--- src/rtl/txr_pkg.sv ---
package txr_pkg;

  typedef enum logic [2:0] {
    S_IDLE,
    S_RD_STAT,
    S_RD_BUF,
    S_RD_NEXT,
    S_CHECK,
    S_SEND,
    S_WB
  } walk_state_t;

  // strobes from the walk controller to the descriptor datapath
  typedef struct packed {
    logic [1:0] rdIdx;
    logic       capStat;
    logic       capBuf;
    logic       capNext;
    logic       advance;
    logic       rewind;
    logic       clrPoll;
    logic       finishOk;
    logic       finishErr;
  } walk_strobe_t;

endpackage

--- src/rtl/txr_datapath.sv ---
module txr_datapath
  import txr_pkg::*;
#(
  parameter int ADDR_W  = 32,
  parameter int REG_W   = 16,
  parameter int STAT_W  = 16,
  parameter int LEN_W   = 12,
  parameter int OWN_BIT = 15,
  parameter int LEN_MIN = 60,
  parameter int LEN_MAX = 1514
) (
  input  logic              clk,
  input  logic              rstN,
  input  logic              regWrEn,
  input  logic [1:0]        regSel,
  input  logic [REG_W-1:0]  regWrData,
  input  logic              idle,
  input  walk_strobe_t      stb,
  input  logic [ADDR_W-1:0] memRdData,
  output logic [ADDR_W-1:0] memRdAddr,
  output logic [ADDR_W-1:0] memWrAddr,
  output logic [STAT_W-1:0] memWrData,
  output logic [ADDR_W-1:0] frameAddr,
  output logic [LEN_W-1:0]  frameLen,
  output logic              pollPending,
  output logic              ownerIn,
  output logic              lenOk,
  output logic              txDone,
  output logic              txLenErr
);
  localparam int HI_W = ADDR_W - REG_W;
  localparam logic [1:0] SEL_BASE_LO = 2'd0;
  localparam logic [1:0] SEL_BASE_HI = 2'd1;
  localparam logic [1:0] SEL_POLL    = 2'd2;
  localparam logic [REG_W-1:0] POLL_GO = REG_W'(1);
  localparam logic [STAT_W-1:0] OWN_MASK = STAT_W'(1) << OWN_BIT;

  logic [ADDR_W-1:0] baseReg, baseNext, curPtr, bufReg, nextReg;
  logic [STAT_W-1:0] statReg;
  logic [LEN_W-1:0]  lenReg;
  logic              baseWr, pollWr;

  always_comb begin
    baseNext = baseReg;
    baseWr   = 1'b0;
    if (regWrEn && regSel == SEL_BASE_LO) begin
      baseNext[REG_W-1:0] = regWrData;
      baseWr = 1'b1;
    end else if (regWrEn && regSel == SEL_BASE_HI) begin
      baseNext[ADDR_W-1:REG_W] = regWrData[HI_W-1:0];
      baseWr = 1'b1;
    end
  end

  assign pollWr = regWrEn && (regSel == SEL_POLL) && (regWrData == POLL_GO);

  always_ff @(posedge clk or negedge rstN) begin
    if (!rstN) baseReg <= '0;
    else if (baseWr) baseReg <= baseNext;
  end

  always_ff @(posedge clk or negedge rstN) begin
    if (!rstN)                curPtr <= '0;
    else if (stb.rewind)      curPtr <= baseReg;
    else if (stb.advance)     curPtr <= nextReg;
    else if (baseWr && idle)  curPtr <= baseNext;
  end

  always_ff @(posedge clk or negedge rstN) begin
    if (!rstN)            pollPending <= 1'b0;
    else if (stb.rewind)  pollPending <= 1'b0;
    else if (pollWr)      pollPending <= 1'b1;
    else if (stb.clrPoll) pollPending <= 1'b0;
  end

  always_ff @(posedge clk or negedge rstN) begin
    if (!rstN) begin
      statReg <= '0;
      lenReg  <= '0;
      bufReg  <= '0;
      nextReg <= '0;
    end else begin
      if (stb.capStat) begin
        statReg <= memRdData[STAT_W-1:0];
        lenReg  <= memRdData[STAT_W +: LEN_W];
      end
      if (stb.capBuf)  bufReg  <= memRdData;
      if (stb.capNext) nextReg <= memRdData;
    end
  end

  always_ff @(posedge clk or negedge rstN) begin
    if (!rstN) begin
      txDone   <= 1'b0;
      txLenErr <= 1'b0;
    end else begin
      txDone   <= stb.finishOk;
      txLenErr <= stb.finishErr;
    end
  end

  assign memRdAddr = curPtr + ADDR_W'({stb.rdIdx, 2'b00});
  assign memWrAddr = curPtr;
  assign memWrData = statReg & ~OWN_MASK;
  assign frameAddr = bufReg;
  assign frameLen  = lenReg;
  assign ownerIn   = memRdData[OWN_BIT];
  assign lenOk     = (lenReg >= LEN_W'(LEN_MIN)) && (lenReg <= LEN_W'(LEN_MAX));

  // the two finish pulses never coincide
  p_finish_excl_r8: assert property (@(posedge clk) disable iff (!rstN)
    !(txDone && txLenErr));

  // a rewind leaves no poll pending
  p_rewind_clears_poll_r11: assert property (@(posedge clk) disable iff (!rstN)
    stb.rewind |=> !pollPending);

endmodule

--- src/rtl/txr_ctrl.sv ---
module txr_ctrl
  import txr_pkg::*;
(
  input  logic         clk,
  input  logic         rstN,
  input  logic         ringRst,
  input  logic         pollPending,
  input  logic         memRdValid,
  input  logic         ownerIn,
  input  logic         lenOk,
  input  logic         frameDone,
  input  logic         memWrAck,
  output logic         memRdReq,
  output logic         memWrReq,
  output logic         frameValid,
  output logic         idle,
  output walk_strobe_t stb
);
  walk_state_t st, nxt;

  always_ff @(posedge clk or negedge rstN) begin
    if (!rstN) st <= S_IDLE;
    else       st <= nxt;
  end

  always_comb begin
    nxt        = st;
    stb        = '0;
    memRdReq   = 1'b0;
    memWrReq   = 1'b0;
    frameValid = 1'b0;
    case (st)
      S_IDLE: begin
        if (pollPending) begin
          stb.clrPoll = 1'b1;
          nxt = S_RD_STAT;
        end
      end
      S_RD_STAT: begin
        memRdReq  = 1'b1;
        stb.rdIdx = 2'd0;
        if (memRdValid) begin
          if (ownerIn) begin
            stb.capStat = 1'b1;
            nxt = S_RD_BUF;
          end else begin
            nxt = S_IDLE;
          end
        end
      end
      S_RD_BUF: begin
        memRdReq  = 1'b1;
        stb.rdIdx = 2'd1;
        if (memRdValid) begin
          stb.capBuf = 1'b1;
          nxt = S_RD_NEXT;
        end
      end
      S_RD_NEXT: begin
        memRdReq  = 1'b1;
        stb.rdIdx = 2'd2;
        if (memRdValid) begin
          stb.capNext = 1'b1;
          nxt = S_CHECK;
        end
      end
      S_CHECK: begin
        nxt = lenOk ? S_SEND : S_WB;
      end
      S_SEND: begin
        frameValid = 1'b1;
        if (frameDone) nxt = S_WB;
      end
      S_WB: begin
        memWrReq = 1'b1;
        if (memWrAck) begin
          stb.advance   = 1'b1;
          stb.finishOk  = lenOk;
          stb.finishErr = !lenOk;
          nxt = S_RD_STAT;
        end
      end
      default: nxt = S_IDLE;
    endcase
    if (ringRst) begin
      stb.capStat   = 1'b0;
      stb.capBuf    = 1'b0;
      stb.capNext   = 1'b0;
      stb.advance   = 1'b0;
      stb.clrPoll   = 1'b0;
      stb.finishOk  = 1'b0;
      stb.finishErr = 1'b0;
      stb.rewind    = 1'b1;
      nxt = S_IDLE;
    end
  end

  assign idle = (st == S_IDLE);

  // ring reset silences every request on the next cycle
  p_rst_quiet_r11: assert property (@(posedge clk) disable iff (!rstN)
    ringRst |=> !memRdReq && !memWrReq && !frameValid);

  // an unowned status word ends the scan
  p_unowned_stop_r5: assert property (@(posedge clk) disable iff (!rstN)
    memRdReq && memRdValid && stb.rdIdx == 2'd0 && !ownerIn && !ringRst |=> idle);

endmodule

--- src/rtl/tx_desc_walker.sv ---
module tx_desc_walker
  import txr_pkg::*;
#(
  parameter int ADDR_W  = 32,
  parameter int REG_W   = 16,
  parameter int STAT_W  = 16,
  parameter int LEN_W   = 12,
  parameter int OWN_BIT = 15,
  parameter int LEN_MIN = 60,
  parameter int LEN_MAX = 1514
) (
  input  logic              clk,
  input  logic              rstN,
  input  logic              ringRst,
  input  logic              regWrEn,
  input  logic [1:0]        regSel,
  input  logic [REG_W-1:0]  regWrData,
  output logic              memRdReq,
  output logic [ADDR_W-1:0] memRdAddr,
  input  logic              memRdValid,
  input  logic [ADDR_W-1:0] memRdData,
  output logic              memWrReq,
  output logic [ADDR_W-1:0] memWrAddr,
  output logic [STAT_W-1:0] memWrData,
  input  logic              memWrAck,
  output logic              frameValid,
  output logic [ADDR_W-1:0] frameAddr,
  output logic [LEN_W-1:0]  frameLen,
  input  logic              frameDone,
  output logic              txDone,
  output logic              txLenErr
);
  walk_strobe_t stb;
  logic idle, pollPending, ownerIn, lenOk;

  txr_ctrl u_ctrl (
    .clk(clk), .rstN(rstN), .ringRst(ringRst), .pollPending(pollPending),
    .memRdValid(memRdValid), .ownerIn(ownerIn), .lenOk(lenOk),
    .frameDone(frameDone), .memWrAck(memWrAck), .memRdReq(memRdReq),
    .memWrReq(memWrReq), .frameValid(frameValid), .idle(idle), .stb(stb)
  );

  txr_datapath #(
    .ADDR_W(ADDR_W), .REG_W(REG_W), .STAT_W(STAT_W), .LEN_W(LEN_W),
    .OWN_BIT(OWN_BIT), .LEN_MIN(LEN_MIN), .LEN_MAX(LEN_MAX)
  ) u_dp (
    .clk(clk), .rstN(rstN), .regWrEn(regWrEn), .regSel(regSel),
    .regWrData(regWrData), .idle(idle), .stb(stb), .memRdData(memRdData),
    .memRdAddr(memRdAddr), .memWrAddr(memWrAddr), .memWrData(memWrData),
    .frameAddr(frameAddr), .frameLen(frameLen), .pollPending(pollPending),
    .ownerIn(ownerIn), .lenOk(lenOk), .txDone(txDone), .txLenErr(txLenErr)
  );

  // a waiting read keeps its request and address
  p_rd_hold_r10: assert property (@(posedge clk) disable iff (!rstN)
    memRdReq && !memRdValid && !ringRst |=> memRdReq && $stable(memRdAddr));

  // an offered frame stays stable until accepted
  p_frame_hold_r6: assert property (@(posedge clk) disable iff (!rstN)
    frameValid && !frameDone && !ringRst |=> frameValid && $stable(frameAddr) && $stable(frameLen));

  // only legal lengths are offered
  p_frame_len_r6: assert property (@(posedge clk) disable iff (!rstN)
    frameValid |-> frameLen >= LEN_W'(LEN_MIN) && frameLen <= LEN_W'(LEN_MAX));

  // a completion pulse follows an acknowledged write-back
  p_done_after_ack_r7: assert property (@(posedge clk) disable iff (!rstN)
    txDone |-> $past(memWrReq && memWrAck));

endmodule

--- config.mk ---
export PLATFORM = sky130hd
export DESIGN_NAME = tx_desc_walker
export DESIGN_NICKNAME = d
export VERILOG_FILES = /design/src/rtl/txr_pkg.sv /design/src/rtl/txr_datapath.sv /design/src/rtl/txr_ctrl.sv /design/src/rtl/tx_desc_walker.sv
export SDC_FILE = /design/constraint.sdc
export NUM_CORES = 1
export LEC_CHECK = 0
export BUFFER_PORTS_ARGS = -buffer_cell sky130_fd_sc_hd__buf_2
export CAP_MARGIN = 20
export CELL_PAD_IN_SITES_DETAIL_PLACEMENT = 0
export CELL_PAD_IN_SITES_GLOBAL_PLACEMENT = 1
export CORE_UTILIZATION = 42
export DETAILED_ROUTE_END_ITERATION = 7
export HOLD_SLACK_MARGIN = 0.12
export PLACE_DENSITY_LB_ADDON = 0.3
export SETUP_SLACK_MARGIN = 0.5
export SLEW_MARGIN = 20
export SYNTH_ARGS = -nofsm -noshare
export SYNTH_HDL_FRONTEND = slang
export SYNTH_SLANG_ARGS = --single-unit
--- constraint.sdc ---
create_clock -name clk -period 3.05 [get_ports clk]
set_clock_uncertainty 0.2 [all_clocks]
set_input_delay 0 -clock clk [delete_from_list [all_inputs] [get_ports clk]]
set_output_delay 0 -clock clk [all_outputs]
set_load 0.1 [all_outputs]
======== Word-level counts from Yosys, hierarchy flattened ========
Cells that the tools add are included.
storage, ports and cells
  input bits .............................. 57
  register bits ........................... 161
  word-level logic and storage cells ...... 79
  output and inout port bits .............. 129
cells by class
  multiplexer cells ....................... 38
  eq/ne operators ......................... 15
  $lt $le $gt $ge ......................... 2
  add/subtract/negate cells ............... 1
  reductions and logical operators ........ 13
operators with widths
  cell                    number
  $mux W32                3
  $mux W16                3
  $add A32 B4 Y32         1
  $mux W3                 7
  $pmux W3 S7             1
  $mux W1                 18
  $ne A3 B3 Y1 const B    6
  $eq A16 B1 Y1 const B   1
  $ge A12 B6 Y1 const B   1
  $le A12 B11 Y1 const B  1
  $eq A3 B3 Y1 const B    3
  $mux W2                 4
  $mux W8                 1
  $eq A3 B2 Y1 const B    2
  $logic_and A1 B1 Y1     6
  $reduce_and A6 Y1       1
  $reduce_bool A3 Y1      2
  $pmux W2 S2             1
  $eq A3 B1 Y1 const B    1
  $logic_not A3 Y1        1
  $reduce_or A3 Y1        1
  $eq A2 B1 Y1 const B    1
  $eq A2 B2 Y1 const B    1
  $logic_not A2 Y1        1
  $logic_not A1 Y1        1

======== Longest topological paths before layout ========
Gate-level depths: netlist of the first run.
  depth in word-level cells ............... 9
  mapped depth ............................ 11
  gate-level depth less buffers ........... 9

======== By module ========
From an unflattened synthesis of the first run, not the netlist that was laid out.
unflattened totals
  cells, all modules ...................... 568
  area, all modules ....................... 7358.3 um2
modules (own cells, without submodules)
  module        cells an instance  area an instance (um2)  instances  sequential area each (um2)
  txr_datapath  524                7008.0                  1          3953.8
  txr_ctrl      44                 350.3                   1          75.1

======== Worst setup path before layout of the first run ========
OpenSTA, ideal clock, no wires.
  kind .................................... register to output
  from .................................... register u_dp.curPtr[2], in the netlist u_dp.memWrAddr[2]
  to ...................................... output port memRdAddr[28]
  data arrival time ....................... 3928 ps
  required time ........................... 2850 ps
  slack ................................... -1078 ps
  path buffers ............................ 0
  cell stages (with the launch flop) ...... 7
  path through ............................ dfrtp_1 ha_1 inv_1 fa_1 nor4_4 nand4_1 xnor2_1
between the ends
  word-level cells in the longest chain between the ends .. 1
ends and longest elaborated chain
  what                    RTL line              text
  from (decl)             txr_datapath.sv:38    logic [ADDR_W-1:0] baseReg, baseNext, curPtr, bufReg, nextReg;
  from (signal assigned)  txr_datapath.sv:64    else if (stb.rewind) curPtr <= baseReg;
  from (signal assigned)  txr_datapath.sv:65    else if (stb.advance) curPtr <= nextReg;
  from (signal assigned)  txr_datapath.sv:66    else if (baseWr && idle) curPtr <= baseNext;
  $add A32 B4 Y32         txr_datapath.sv:102   assign memRdAddr = curPtr + ADDR_W'({stb.rdIdx, 2'b00});
  to (decl)               tx_desc_walker.sv:19  output logic [ADDR_W-1:0] memRdAddr,
No other way between the ends.

======== Worst setup path in the final report of the first run ========
  from .................................... register u_ctrl.st[0]
  to ...................................... output port memRdAddr[28]
between the ends
  word-level cells in the longest chain between the ends .. 3
  elaborated cells between the ends (all ways) .. 4
  those cells by class .................... add/sub: 1; eq/ne: 2; mux: 1
ends and longest elaborated chain
  what                    RTL line             text
  from (decl)             txr_ctrl.sv:19       walk_state_t st, nxt;
  from (signal assigned)  txr_ctrl.sv:23       else st <= nxt;
  $eq A3 B2 Y1            txr_ctrl.sv:32       case (st)
  $pmux W2 S2 *           txr_ctrl.sv:32
  $add A32 B4 Y32 *       txr_datapath.sv:102
Every way passes the cells marked *; elsewhere a longest branch is shown, timed or not.

==> metrics.txt, run 1 <==
# TYPE chip_impl_metric gauge
chip_impl_metric{name="postLayoutSetupSlackWorst",unit="ns"} 0.0648
chip_impl_metric{name="floorplan.die.width",unit="microns"} 135
chip_impl_metric{name="h-tree-depth",unit=""} 4
chip_impl_metric{name="grt_pass1_vias",unit=""} 6129
chip_impl_metric{name="wire_length_of_the_first_global_routing_pass",unit="microns"} 34000
chip_impl_info{name="crit_type",value="reg -> out"} 1
chip_impl_metric{name="cts-buffers-inserted",unit=""} 17
chip_impl_metric{name="drt_pre_antenna_iters",unit=""} 4
chip_impl_metric{name="pre_cts_slack",unit="ns"} 0.136
chip_impl_metric{name="detailed_place_hpwl",unit="microns"} 14300
chip_impl_metric{name="post_synth_xor_area_fraction",unit=""} 0.0330
chip_impl_metric{name="detail_route.vias_per_cell",unit=""} 5.36
chip_impl_metric{name="detail_route.wl_per_cell",unit="microns"} 18.9
chip_impl_metric{name="final_antenna_net_count",unit=""} 0
chip_impl_metric{name="finalCritPeriodShare",unit=""} 0.979
chip_impl_metric{name="clkTransAtPathRegs",unit="ns"} 0.06
chip_impl_metric{name="grt_overflow_total",unit=""} 0
chip_impl_info{name="worst_path_dominant_cell_family",value="simple AND/OR/NAND/NOR gates"} 1
chip_impl_info{name="timing.critical_path.cells",value="nand2b_4, nor2_4, ha_4, inv_2, fa_2, nor4_4, buf_4, nand4_1, xnor2_4, buf_12"} 1
chip_impl_metric{name="synth_fp_nets",unit=""} 658
chip_impl_metric{name="max_root_sink_buffers",unit=""} 2
chip_impl_metric{name="tightestPinTransition",unit="ns"} 0.723
chip_impl_metric{name="ys_seq_area_frac",unit=""} 0.543
chip_impl_metric{name="dpl-instance-area",unit="sq mm"} 0.00941
chip_impl_metric{name="dr.first_iter.drc_count",unit=""} 294
chip_impl_metric{name="synth.distinct_cells",unit=""} 55
chip_impl_metric{name="floorplan.core_area",unit="sq mm"} 0.0173
chip_impl_metric{name="crit_arrival",unit="ns"} 2.79
chip_impl_info{name="layout_common_cells",value="buf_2, dfrtp_1, mux2_2"} 1
chip_impl_info{name="crit_path_end_kind",value="output pin"} 1
chip_impl_metric{name="total_leakage_power",unit="nW"} 5.40
chip_impl_metric{name="worst_path_largest_cell_delay",unit="ns"} 0.43
chip_impl_metric{name="whs_path_depth",unit=""} 3
chip_impl_metric{name="instance_count_of_the_mapped_netlist",unit=""} 598
chip_impl_metric{name="ys_seq_elements",unit=""} 161
chip_impl_metric{name="worst_slew_margin_rel",unit=""} 0.516
chip_impl_metric{name="synth_adder_area_share",unit=""} 0.00607
chip_impl_metric{name="clk-insertion-delay-late",unit="ns"} 0.43
chip_impl_metric{name="gp_routability_congestion",unit=""} 0.830
chip_impl_metric{name="clock_sinks",unit=""} 161
chip_impl_metric{name="reg2reg_depth",unit=""} 6
chip_impl_metric{name="syn-cell-area",unit="sq mm"} 0.00743
chip_impl_metric{name="layout.cell_area.non_filler",unit="sq mm"} 0.0113
chip_impl_metric{name="largest_net_degree_at_the_start_of_global_routing",unit=""} 74
chip_impl_metric{name="period_needed",unit="ns"} 2.99
chip_impl_metric{name="worst_ir_drop_vdd",unit="V"} 0.000463
chip_impl_metric{name="post_synth.cell_area_avg",unit="sq um"} 12.4
chip_impl_info{name="crit_slowest_cell",value="dfrtp_2"} 1
chip_impl_metric{name="routed_wirelength",unit="microns"} 21000
chip_impl_metric{name="syn2layout_area_growth",unit="%"} 52.5
chip_impl_metric{name="max_clock_freq",unit="MHz"} 335
chip_impl_info{name="clk_root_buffer_cell",value="clkbuf_16"} 1
chip_impl_metric{name="power-per-cell-area",unit="mW/mm^2"} 706
chip_impl_info{name="run_status",value="complete, no violations"} 1
chip_impl_metric{name="simple_gate_share_of_the_synthesized_area",unit=""} 0.0910
chip_impl_metric{name="antenna_cells_inserted",unit=""} 0
chip_impl_info{name="mostFrequentLayoutCell",value="buf_2"} 1
chip_impl_metric{name="number_of_ports_placed_on_the_die_boundary",unit=""} 186
chip_impl_metric{name="worst_ep_required_time",unit="ns"} 2.85
chip_impl_metric{name="core.rowCount",unit=""} 48
chip_impl_info{name="rsz0062_at_grt",value="true"} 1
chip_impl_metric{name="nNetsFinal",unit=""} 935
chip_impl_metric{name="layout.cells.non_filler",unit=""} 1113
chip_impl_metric{name="drcViolationCount",unit=""} 0
chip_impl_info{name="worstHoldPathType",value="in -> reg"} 1
chip_impl_metric{name="post-route-util",unit=""} 0.655
chip_impl_metric{name="hold_viol_final",unit=""} 0
chip_impl_info{name="dominant_combinational_cell_family_by_area_after_synthesis",value="multiplexers"} 1
chip_impl_info{name="cts_tree",value="yes"} 1
chip_impl_metric{name="drive_gt1_frac",unit=""} 0.529
chip_impl_metric{name="setup_viol",unit=""} 0
chip_impl_metric{name="critical_path_cell_count",unit=""} 10
chip_impl_metric{name="slew_viol_final",unit=""} 0
chip_impl_metric{name="grt_util_all_layers",unit=""} 0.245
chip_impl_metric{name="crit_path_max_fanout",unit=""} 5
chip_impl_metric{name="start_util",unit=""} 0.429
chip_impl_metric{name="die_height",unit="microns"} 135
chip_impl_metric{name="design.die.area",unit="sq mm"} 0.0182
chip_impl_metric{name="antenna_found_initial",unit=""} 0
chip_impl_metric{name="worstPathBufferInverterCount",unit=""} 3
chip_impl_metric{name="place.port_buffers",unit=""} 184
chip_impl_metric{name="vias",unit=""} 5969
chip_impl_metric{name="max_cap_viol_count",unit=""} 0
chip_impl_metric{name="fin_setup_tns",unit="ns"} 0
chip_impl_metric{name="synth_mux_area_frac",unit=""} 0.187
chip_impl_metric{name="synth-compound-area-share",unit=""} 0.106
chip_impl_info{name="critPathLaunchType",value="flip-flop"} 1
chip_impl_metric{name="ys.warnings.count",unit=""} 0
chip_impl_metric{name="place_inst",unit=""} 983
worst reg2reg max path, delay by kind of cell (launching register included):
kind / cells / cell delay [ns]
flops: 1 / 0.43
buf+inv: 2 / 0.49
simple gates: 1 / 0.32
compound gates: 3 / 0.87
worst paths after layout:
path,endpoint,slack (ns),start
max,memRdAddr[28],0.06,u_ctrl.st[0]
min,u_dp.nextReg[28],0.17,memRdData[28]
max reg2reg,u_dp.memWrAddr[0],0.66,u_ctrl.st[0]
min reg2reg,u_dp.statReg[4],0.29,u_dp.statReg[4]
max in group asynchronous,u_dp.memWrAddr[15],1.32,rstN
min in group asynchronous,u_dp.frameAddr[23],0.46,rstN
cell families (layout without fill, tap and decap cells):
| kind of cell | count (synthesis) | after routing |
|---|---|---|
| buffers and inverters | 50 | 340 |
| and+or+nand+nor | 116 | 116 |
| adders and majority gates | 3 | 3 |
| muxes | 123 | 123 |
| AOI/OAI and AO/OA | 116 | 116 |
| xor gates and xnor gates | 28 | 28 |
| other | 1 | 1 |
| DFF | 161 | 161 |
sequential cells by signal, indices dropped and copies added (netlist names):
register          count
u_dp.baseReg         32
u_dp.frameAddr       32
u_dp.memWrAddr       32
u_dp.nextReg         32
u_dp.statReg         15
u_dp.frameLen        12
u_ctrl.st             3
u_dp.pollPending      1
u_dp.txDone           1
u_dp.txLenErr         1
metal layers:
layer / GRT usage / part of all wire / vias up
li1: - / - / 2752
met1: 0.339 / 0.45 / 2974
met2: 0.389 / 0.47 / 217
met3: 0.0563 / 0.063 / 26
met4: 0.0662 / 0.016 / 0
met5: 0 / 0 / -
where the power goes:
| group | switching [mW] | internal (mW) | leakage [nW] |
|---|---|---|---|
| sequential | 0.296 | 2.39 | 2.06 |
| clock | 0.859 | 1.50 | 0.328 |
| combinational | 2.12 | 0.837 | 3.00 |
| total | 3.28 | 4.72 | 5.39 |
layout make-up:
class                      instances  area [sq um]
multi-input combinational        387          3870
inverter                          11          43.8
clock inverter                    13           205
sequential                       161          4060
timing repair buffer             297          2410
tap                              225           282
clock buffer                      19           453
fill                            1310          5970
Yosys cell counts, drive strengths merged:
cell type	count	area share
dfrtp	161	0.54
xnor2	25	0.029
nor4b	1	0.0012
ha	2	0.0034
nand3b	2	0.0037
a22oi	1	0.0010
nor4	5	0.0062
nor4bb	1	0.0013
nand4	12	0.012
clkbuf	9	0.0045
and3	6	0.0051
nor3b	3	0.0052
conb	1	0.00050
or4b	1	0.0013
o21ai	37	0.025
a311oi	1	0.0012
o31a	1	0.0012
nor2b	2	0.0020
a221oi	1	0.0012
fa	1	0.0027
and2	2	0.0017
nand2	43	0.022
mux2	123	0.19
and4bb	1	0.0017
a41o	1	0.0013
buf	30	0.024
and4	5	0.0059
o22a	32	0.038
o22ai	32	0.027
nor2	10	0.0051
o31ai	1	0.0010
a2111oi	1	0.0012
nand2b	4	0.0034
a21oi	7	0.0077
nand4b	1	0.0012
xor2	3	0.0035
inv	11	0.0056
a21o	1	0.0010
nand3	11	0.0074
nor3	6	0.0047
metrics by stage:
step                      hold slack [ns]  power [mW]
final                               0.167        8.00
after floorplan                    -0.496        4.82
after global routing                0.177        8.27
after global placement             -0.155        5.46
after detailed placement           -0.149        5.50
after CTS                           0.144        8.02
what timing repair did:
action                                  CTS  global route
pin swaps                                24            14
gates resized for setup                  62            20
endpoints found under the setup margin   29            58
buffers inserted                         24             6
hold buffers                             68             0
endpoints found under the hold margin   320             0
(Power assumes the default switching activity.)
==> run 2, diff against run 1 <==
--- a/config.mk
+++ b/config.mk
@@ -7,7 +7,8 @@
 export LEC_CHECK = 0
+export ABC_AREA = 1
 export BUFFER_PORTS_ARGS = -buffer_cell sky130_fd_sc_hd__buf_2
 export CAP_MARGIN = 20
-export CELL_PAD_IN_SITES_DETAIL_PLACEMENT = 0
+export CELL_PAD_IN_SITES_DETAIL_PLACEMENT = 1
 export CELL_PAD_IN_SITES_GLOBAL_PLACEMENT = 1
-export CORE_UTILIZATION = 42
+export CORE_UTILIZATION = 39
 export DETAILED_ROUTE_END_ITERATION = 7
--- a/constraint.sdc
+++ b/constraint.sdc
@@ -4,2 +4,2 @@
 set_output_delay 0 -clock clk [all_outputs]
-set_load 0.1 [all_outputs]
+set_load 0.01 [all_outputs]
==> run 2 against run 1 <==
Largest power group is now sequential cells. Cell count grew 29%. Synthesized cell count grew 50%. First-iteration DRC count grew 84%. Register-to-register slack gained 0.02 ns. Non-clock buffer count shrank 10. Clock-buffer cell count grew 6. Highest routed layer unchanged. Clock power shrank 8%. Critical path depth grew 2. Utilization shrank 10 points. Design area shrank 7.5%. Sequential power grew 4%.
==> metrics.txt, run 2 <==
# TYPE chip_impl_metric gauge
chip_impl_metric{name="post_synth.cell_area_avg",unit="sq um"} 8.48
chip_impl_metric{name="drt_pre_antenna_iters",unit=""} 5
chip_impl_metric{name="start_util",unit=""} 0.402
chip_impl_metric{name="wire_length_of_the_first_global_routing_pass",unit="microns"} 42400
chip_impl_metric{name="h-tree-depth",unit=""} 4
chip_impl_metric{name="regToRegSetupSlack",unit="ns"} 0.68
chip_impl_metric{name="max_root_sink_buffers",unit=""} 2
chip_impl_info{name="crit_slowest_cell",value="dfrtp_2"} 1
chip_impl_metric{name="ys_seq_elements",unit=""} 161
chip_impl_metric{name="detail_route.vias_per_cell",unit=""} 5.22
chip_impl_metric{name="worst_slew_margin_rel",unit=""} 0.508
chip_impl_metric{name="crit_path_max_fanout",unit=""} 4
chip_impl_metric{name="period_needed",unit="ns"} 3.00
chip_impl_metric{name="largest_net_degree_at_the_start_of_global_routing",unit=""} 69
chip_impl_metric{name="synth.distinct_cells",unit=""} 38
chip_impl_metric{name="max_clock_freq",unit="MHz"} 334
chip_impl_info{name="synth_top_area_cell",value="dfrtp_1"} 1
chip_impl_metric{name="grtUsageMet3",unit=""} 0.0513
chip_impl_metric{name="clk-insertion-delay-late",unit="ns"} 0.43
chip_impl_metric{name="hold_viol_final",unit=""} 0
chip_impl_metric{name="ys_seq_area_frac",unit=""} 0.531
chip_impl_info{name="critPathLaunchType",value="flip-flop"} 1
chip_impl_metric{name="drcViolationCount",unit=""} 0
chip_impl_metric{name="place.port_buffers",unit=""} 184
chip_impl_metric{name="grt_overflow_total",unit=""} 0
chip_impl_metric{name="worst_ir_drop_vdd",unit="V"} 0.000401
chip_impl_info{name="worstHoldPathType",value="in -> reg"} 1
chip_impl_metric{name="met1_usage",unit=""} 0.365
chip_impl_metric{name="tightestPinTransition",unit="ns"} 0.738
chip_impl_metric{name="detailed_place_hpwl",unit="microns"} 17500
chip_impl_info{name="crit_path_end_kind",value="output pin"} 1
chip_impl_metric{name="dr.first_iter.drc_count",unit=""} 540
chip_impl_metric{name="slew_viol_final",unit=""} 0
chip_impl_metric{name="globalRouteMet2Util",unit=""} 0.456
chip_impl_metric{name="drive_gt1_frac",unit=""} 0.263
chip_impl_metric{name="vias",unit=""} 7483
chip_impl_metric{name="core.rowCount",unit=""} 50
chip_impl_info{name="grt-busiest-layer",value="met2"} 1
chip_impl_metric{name="syn-cell-area",unit="sq mm"} 0.00759
chip_impl_metric{name="total_leakage_power",unit="nW"} 5.34
chip_impl_info{name="synth.area.top_cells",value="dfrtp_1, nand2_1, o21ai_0"} 1
chip_impl_info{name="mostFrequentLayoutCell",value="nand2_1"} 1
chip_impl_metric{name="design.die.area",unit="sq mm"} 0.0200
chip_impl_metric{name="crit_arrival",unit="ns"} 2.80
chip_impl_metric{name="setup_viol",unit=""} 0
chip_impl_info{name="run_status",value="complete, no violations"} 1
chip_impl_info{name="timing.critical_path.cells",value="nor3_4, ha_4, inv_4, fa_2, nor2_4, nand2_2, nor2_4, nand2_4, nor3_4, buf_4, xor2_1, buf_2"} 1
chip_impl_metric{name="asyncSetResetFlopFracSynth",unit=""} 1.00
chip_impl_metric{name="netlist.area_leader.share",unit=""} 0.531
chip_impl_metric{name="worst_ep_required_time",unit="ns"} 2.85
chip_impl_info{name="crit_type",value="reg -> out"} 1
chip_impl_metric{name="clkTransAtPathRegs",unit="ns"} 0.06
chip_impl_metric{name="grt_util_all_layers",unit=""} 0.278
chip_impl_metric{name="number_of_ports_placed_on_the_die_boundary",unit=""} 186
chip_impl_metric{name="ys.warnings.count",unit=""} 0
chip_impl_info{name="cts_tree",value="yes"} 1
chip_impl_metric{name="finalCritPeriodShare",unit=""} 0.982
chip_impl_info{name="rsz0062_at_grt",value="true"} 1
chip_impl_metric{name="max_cap_viol_count",unit=""} 0
chip_impl_metric{name="worst_path_largest_cell_delay",unit="ns"} 0.45
chip_impl_metric{name="floorplan.die.width",unit="microns"} 142
chip_impl_info{name="layout_common_cells",value="nand2_1, buf_2, dfrtp_1"} 1
chip_impl_metric{name="place_inst",unit=""} 1310
chip_impl_metric{name="clock_sinks",unit=""} 161
chip_impl_metric{name="synth_fp_nets",unit=""} 955
chip_impl_metric{name="antenna_found_initial",unit=""} 0
chip_impl_metric{name="final_antenna_net_count",unit=""} 0
chip_impl_metric{name="synth_enable_flop_cells",unit=""} 0
chip_impl_metric{name="power-per-cell-area",unit="mW/mm^2"} 620
chip_impl_metric{name="antenna_cells_inserted",unit=""} 0
chip_impl_info{name="clk_root_buffer_cell",value="clkbuf_16"} 1
chip_impl_info{name="top_flip_flop_cell_by_instance_count_after_synthesis",value="dfrtp_1"} 1
chip_impl_metric{name="gp_routability_congestion",unit=""} 0.890
chip_impl_metric{name="layout.cell_area.non_filler",unit="sq mm"} 0.0105
chip_impl_metric{name="detail_route.wl_per_cell",unit="microns"} 19.0
chip_impl_metric{name="fin_hold_ws",unit="ns"} 0.160
chip_impl_metric{name="instance_count_of_the_mapped_netlist",unit=""} 895
chip_impl_info{name="yosys.cell_count.top_type",value="nand2_1"} 1
chip_impl_metric{name="finalPower",unit="mW"} 6.49
chip_impl_info{name="synth_commonest_cells",value="nand2_1, dfrtp_1, inv_1, o21ai_0, nor2_1"} 1
chip_impl_metric{name="nNetsFinal",unit=""} 1220
chip_impl_metric{name="die_height",unit="microns"} 142
chip_impl_metric{name="dpl-instance-area",unit="sq mm"} 0.00879
chip_impl_metric{name="layout.cells.non_filler",unit=""} 1433
chip_impl_metric{name="syn2layout_area_growth",unit="%"} 38.0
chip_impl_metric{name="floorplan.core_area",unit="sq mm"} 0.0189
chip_impl_metric{name="grt_pass1_vias",unit=""} 7761
chip_impl_metric{name="cts-buffers-inserted",unit=""} 17
chip_impl_metric{name="routed_wirelength",unit="microns"} 27200
run 2: changes by cell type after synthesis, moves of 26 or more:
cell,change
a31oi_1,+29
nand2_1,+182
o22ai_1,-26
o21ai_0,+82
inv_1,+88
nor2_1,+62
mux2_2,-119
o22a_1,-32
run 2: cells by family after synthesis:
| family | after synthesis | synth area share |
|---|---|---|
| flops | 161 | 0.531 |
| buf+inv | 144 | 0.0790 |
| compound gates | 200 | 0.152 |
| other cells | 1 | 0.000494 |
| fa+ha+maj | 3 | 0.00593 |
| simple gates | 360 | 0.202 |
| xor+xnor | 26 | 0.0300 |
run 2: what timing repair did:
action | CTS | global route
endpoints found under the hold margin | 322 | 0
setup buffers | 19 | 8
gates resized for setup | 49 | 20
cloned | 0 | 1
hold buffers | 63 | 0
pin swaps | 11 | 14
endpoints found under the setup margin | 27 | 40
run 2: report_power, final:
part           leakage, nW  switching (mW)  internal, mW
Combinational         2.94           0.911         0.619
Sequential            2.11           0.341          2.45
Clock                0.285           0.871          1.30
Total                 5.34            2.12          4.37
run 2: layout make-up:
| cell class | instances | area (sq um) |
|---|---|---|
| fillers | 2246 | 8420 |
| flip-flops and latches | 161 | 4030 |
| multi-input cells | 591 | 3190 |
| repair buffers | 287 | 1940 |
| clock buffers | 25 | 495 |
| inverters | 102 | 395 |
| well taps | 260 | 325 |
| clock inverters | 7 | 97.6 |
run 2: critical path: cells and delay by family (launching register included):
| kind | cells | cell delay, ns |
|---|---|---|
| simple gates | 6 | 0.89 |
| xor+xnor | 1 | 0.13 |
| flops | 1 | 0.45 |
| fa+ha+maj | 2 | 0.58 |
| buf+inv | 3 | 0.33 |
run 2: worst paths after layout:
| check | end | cells after the start | startpoint |
|---|---|---|---|
| worst max register to register | u_dp.memWrAddr[2] | 8 | u_ctrl.st[0] |
| worst max-delay path | memRdAddr[16] | 12 | u_ctrl.st[0] |
| max in group asynchronous | u_dp.frameAddr[25] | 4 | rstN |
| min in group asynchronous | u_dp.statReg[10] | 3 | rstN |
| worst min-delay path | u_dp.memWrAddr[6] | 6 | regSel[1] |
| worst min register to register | u_dp.frameAddr[1] | 2 | u_dp.frameAddr[1] |
run 2: per-layer routing:
layer	routed length, microns	share of wire
met1	11800	0.44
met2	13100	0.48
met3	1510	0.055
met4	747	0.028
met5	0	0
run 2: stage by stage:
step | util | TNS [ns] | setup slack [ns]
final | 0.555 | 0 | 0.0540
after detailed placement | 0.465 | 0 | 0.114
after global routing | 0.555 | -0.185 | -0.0799
after floorplan | - | 0 | 0.503
after CTS | 0.547 | 0 | 0.130
after global placement | 0.465 | 0 | 0.257
